$ cat src/rtl/fb_pkg.sv
package fb_pkg;
  parameter int unsigned N_MC  = 16;
  parameter int unsigned N_PT  = 5;
  parameter int unsigned SEL_W = $clog2(N_PT);
  localparam int unsigned PT_W   = N_MC * N_PT;
  localparam int unsigned SELV_W = N_MC * SEL_W;
  localparam int unsigned MASK_W = N_MC * N_MC;
endpackage

$ cat src/rtl/fb_src_sel.sv
module fb_src_sel #(
  parameter int unsigned N_PT  = 5,
  parameter int unsigned SEL_W = 3
) (
  input  logic [N_PT-1:0]  pt_i,
  input  logic [SEL_W-1:0] sel_i,
  output logic             fb_o
);
  logic [N_PT-1:0] sel_oh;

  // out-of-range codes decode to no term -> foldback low
  always_comb begin
    sel_oh = '0;
    for (int k = 0; k < int'(N_PT); k++)
      sel_oh[k] = (sel_i == SEL_W'(k));
  end

  assign fb_o = |(sel_oh & ~pt_i);
endmodule

$ cat src/rtl/fb_sum_or.sv
module fb_sum_or #(
  parameter int unsigned N_PT = 5,
  parameter int unsigned N_MC = 16
) (
  input  logic [N_PT-1:0] pt_i,
  input  logic [N_MC-1:0] fb_bus_i,
  input  logic [N_MC-1:0] mask_i,
  output logic            sum_o
);
  logic local_any;
  logic fold_any;

  assign local_any = |pt_i;
  assign fold_any  = |(fb_bus_i & mask_i);
  assign sum_o     = local_any | fold_any;
endmodule

$ cat src/rtl/fb_region_expander.sv
module fb_region_expander
  import fb_pkg::*;
(
  input  logic [PT_W-1:0]   pt_i,
  input  logic [SELV_W-1:0] fb_sel_i,
  input  logic [MASK_W-1:0] fb_mask_i,
  output logic [N_MC-1:0]   fb_bus_o,
  output logic [N_MC-1:0]   sum_o
);
  logic [N_MC-1:0] fb_bus;

  for (genvar m = 0; m < int'(N_MC); m++) begin : g_mc
    logic [N_PT-1:0]  pt_mc;
    logic [SEL_W-1:0] sel_mc;
    logic [N_MC-1:0]  mask_mc;

    assign pt_mc   = pt_i[m*N_PT +: N_PT];
    assign sel_mc  = fb_sel_i[m*SEL_W +: SEL_W];
    assign mask_mc = fb_mask_i[m*N_MC +: N_MC];

    fb_src_sel #(.N_PT(N_PT), .SEL_W(SEL_W)) u_src (
      .pt_i (pt_mc),
      .sel_i(sel_mc),
      .fb_o (fb_bus[m])
    );

    fb_sum_or #(.N_PT(N_PT), .N_MC(N_MC)) u_sum (
      .pt_i    (pt_mc),
      .fb_bus_i(fb_bus),
      .mask_i  (mask_mc),
      .sum_o   (sum_o[m])
    );

    always_comb begin
      if (int'(sel_mc) < int'(N_PT))
        AST_FB_INVERTS: assert (fb_bus[m] != pt_mc[sel_mc]);
      else
        AST_FB_DEAD_CODE: assert (!fb_bus[m]);
      if (|pt_mc)
        AST_SUM_HAS_LOCAL: assert (sum_o[m]);
      if (|(fb_bus & mask_mc))
        AST_SUM_HAS_FOLD: assert (sum_o[m]);
      if (!sum_o[m])
        AST_SUM_LOW_CLEAN: assert (!(|pt_mc) && !(|(fb_bus & mask_mc)));
    end
  end

  assign fb_bus_o = fb_bus;
endmodule

$ cat config.mk
export PLATFORM = sky130hd
export DESIGN_NAME = fb_region_expander
export DESIGN_NICKNAME = d
export VERILOG_FILES = /design/src/rtl/fb_pkg.sv /design/src/rtl/fb_src_sel.sv /design/src/rtl/fb_sum_or.sv /design/src/rtl/fb_region_expander.sv
export SDC_FILE = /design/constraint.sdc
export NUM_CORES = 1
export LEC_CHECK = 0
export CORE_AREA = 2 2 161 163
export DETAILED_ROUTE_END_ITERATION = 10
export DIE_AREA = 0 0 163 165
export REMOVE_ABC_BUFFERS = 1
export SLEW_MARGIN = 20
export SYNTH_ARGS = -nofsm -noshare
export SYNTH_HDL_FRONTEND = slang
export SYNTH_HIERARCHICAL = 1
export SYNTH_SLANG_ARGS = --single-unit
$ cat constraint.sdc
create_clock -name vclk -period 4.4
set_clock_uncertainty 0.15 [all_clocks]
set_input_delay 0.88 -clock vclk [all_inputs]
set_output_delay 0.88 -clock vclk [all_outputs]
set_load 0.005 [all_outputs]
==> flow_summary.yaml <==
final_layout:
  fin_area_mm2: 0.007722
  fin_nets: 1157
  area_growth_pct: 238.4
  final_util: 0.3084
  design.seq.count: 0
  clkbuf_count: 0
  seqCellArea_um2: 0
  fillCellCount: 2648
  insertedDiodeCount: 0
  drive_gt1_frac: 0.1167
  multi_input_area_mm2: 0.002591
die:
  start_util: 0.09115
  row_count: 58
  fp.dieArea_mm2: 0.02690
  core_area_mm2: 0.02504
  die_h_um: 165
  io_pins: 416
  die_width_um: 163
routing:
  drt_iter0_drc: 407
  viasPerCell: 4.565
  routed_wl_um: 24750
  wl_per_cell_um: 22.48
  ant_nets: 0
  drc: 0
  dr.pass1.iters: 5
  num_vias: 5026
sta:
  fin_crit_ns: 4.364
  max_slew_margin: 0.6793
  worst_pin_slew_ns: 0.4799
  setup_ws_ns: 0.03578
  finalHoldViolCount: 0
  slew_violations: 0
  fmax_mhz: 229.1
  rsz0062_at_grt: "yes"
  final-setup-viol-count: 0
  finalCritPeriodShare: 0.9919
  holdWs_ns: 2.301
clock_tree:
  hold_buffers: 0
synth:
  synthCells: 304
  synth_area_mm2: 0.002282
  yosysSeqAreaShare: 0
  synth.top_cell.area_share: 0.3158
  synth_fa_ha_area_frac: 0
  synth_cell_types: 12
  yosysTopAreaCell: "a22oi_1"
  synthMuxAreaShare: 0.1491
  synth_area_leaders: "a22oi_1 (32%), nor4_2 (8.8%), mux2_1 (7.9%), nand2_1 (7.9%), a222oi_1 (7.0%)"
  synth_top_family_by_area: "compound AO/OA/AOI/OAI gates"
  synth-simple-area-share: 0.3684
  synth.avg_cell_area_um2: 7.507
  yosys_warnings: 6
  synth-xor-area-share: 0
  synth_compound_area_frac: 0.4825
worst_setup_path:
  crit_path_frequent_cell: "clkdlybuf4s50_1"
  endpoint_kind: "primary output"
  arrival_ns: 3.33
  crit_fanout: 8
  worst-path-buf-inv: 3
  startpoint_type: "primary input"
  path_cells: "clkdlybuf4s50_1 > mux2_1 > o311ai_4 > buf_4 > a222oi_1 > nand2_1 > clkdlybuf4s50_1"
  crit_required_ns: 3.37
  max_stage_delay_ns: 0.53
  critPathTopFamily: "buffers and inverters"
  worstSetupPathType: "in2out"
  cp_slowest_cell: "clkdlybuf4s50_1"
pwr:
  p_leak_nw: 2.748
  powerDensity_mw_per_mm2: 111.9
  peakVddDrop_v: 0.00004401
min_path:
  hold_end: "sum_o[14]"
  holdCritStartpoint: "fb_mask_i[239]"
  holdPathStages: 4
  hold_class: "in2out"
status:
  outcome: "finished clean"
run:
  cap_violations: 0
placement:
  pre_cts_ws_ns: -0.4093
  hpwl_um: 21240
  port_buffers: 416
  gp_congestion: 0.8442
  post_dp_cell_area_mm2: 0.007630
global_route:
  grt_pass1_vias: 5254
  grt_pass1_wl_um: 33140
  overflow: 0
  grt_max_degree: 18
  antenna_found_initial: 0
  grt_use_total: 0.1691
-- worst max path at each step --
stage | depth (start not counted) | to | startpoint | slack, ns
after detailed placement | 11 | sum_o[14] | fb_sel_i[21] | -0.41
final | 7 | sum_o[5] | fb_sel_i[18] | 0.04
after CTS | 9 | sum_o[4] | fb_sel_i[12] | 0.002
after global routing | 10 | sum_o[5] | fb_sel_i[15] | -0.007
after global placement | 11 | sum_o[14] | fb_sel_i[21] | -0.44
after floorplan | 6 | sum_o[0] | fb_sel_i[24] | 0.57
-- cell usage after synthesis (all sizes together) --
| cell type | number |
|---|---|
| or4b | 16 |
| mux2 | 16 |
| nor4 | 16 |
| nand4 | 16 |
| a22oi | 96 |
| nor3 | 16 |
| o311ai | 16 |
| a222oi | 16 |
| nand2 | 48 |
| mux2i | 16 |
| a21oi | 16 |
| nand3b | 16 |
-- logic make-up after synthesis --
kind of cell       Yosys count
AOI/OAI and AO/OA          144
muxes                       32
and+or+nand+nor            128
-- final cells by class --
cell class,count,area share
Multi-Input combinational cell,304,0.3355
Tap cell,330,0.05347
Timing Repair Buffer,467,0.6110
-- cells in the final DEF (no fill, tap or decap), drive strengths merged --
cell and n:
nor3 16, o311ai 16, nand2 48, mux2i 16, nor4 16, nand3b 16
or4b 16, buf 51, clkdlybuf4s50 412, nand4 16, a22oi 96, dlymetal6s2s 4
a222oi 16, mux2 16, a21oi 16
-- per-layer routing --
layer	track usage	vias to the layer above	share of wire
met1	0.2029	2333	0.40
met3	0.04345	32	0.10
met4	0.04907	0	0.029
li1	-	2337	-
met5	0	-	0
met2	0.2968	324	0.47
-- what timing repair did --
item                       CTS  global route
setup endpoints to repair    3            12
resized for setup            4            11
buffers inserted             2             2
pin swaps                    2             4
-- through the flow --
| step | TNS (ns) | std cells | power (mW) |
|---|---|---|---|
| after floorplan | 0 | 304 | 0.1931 |
| after global placement | -0.4479 | 1097 | 0.8494 |
| after detailed placement | -0.4357 | 1097 | 0.8519 |
| after CTS | 0 | 1099 | 0.8620 |
| after global routing | -0.007409 | 1101 | 0.9132 |
| final | 0 | 1101 | 0.8640 |
-- report_power, final --
group / internal, mW / switching (mW) / leakage [nW]
Combinational: 0.516 / 0.348 / 2.75
Sequential: 0 / 0 / 0
Clock: 0 / 0 / 0
No activity file was read; power rests on OpenSTA's default activity.
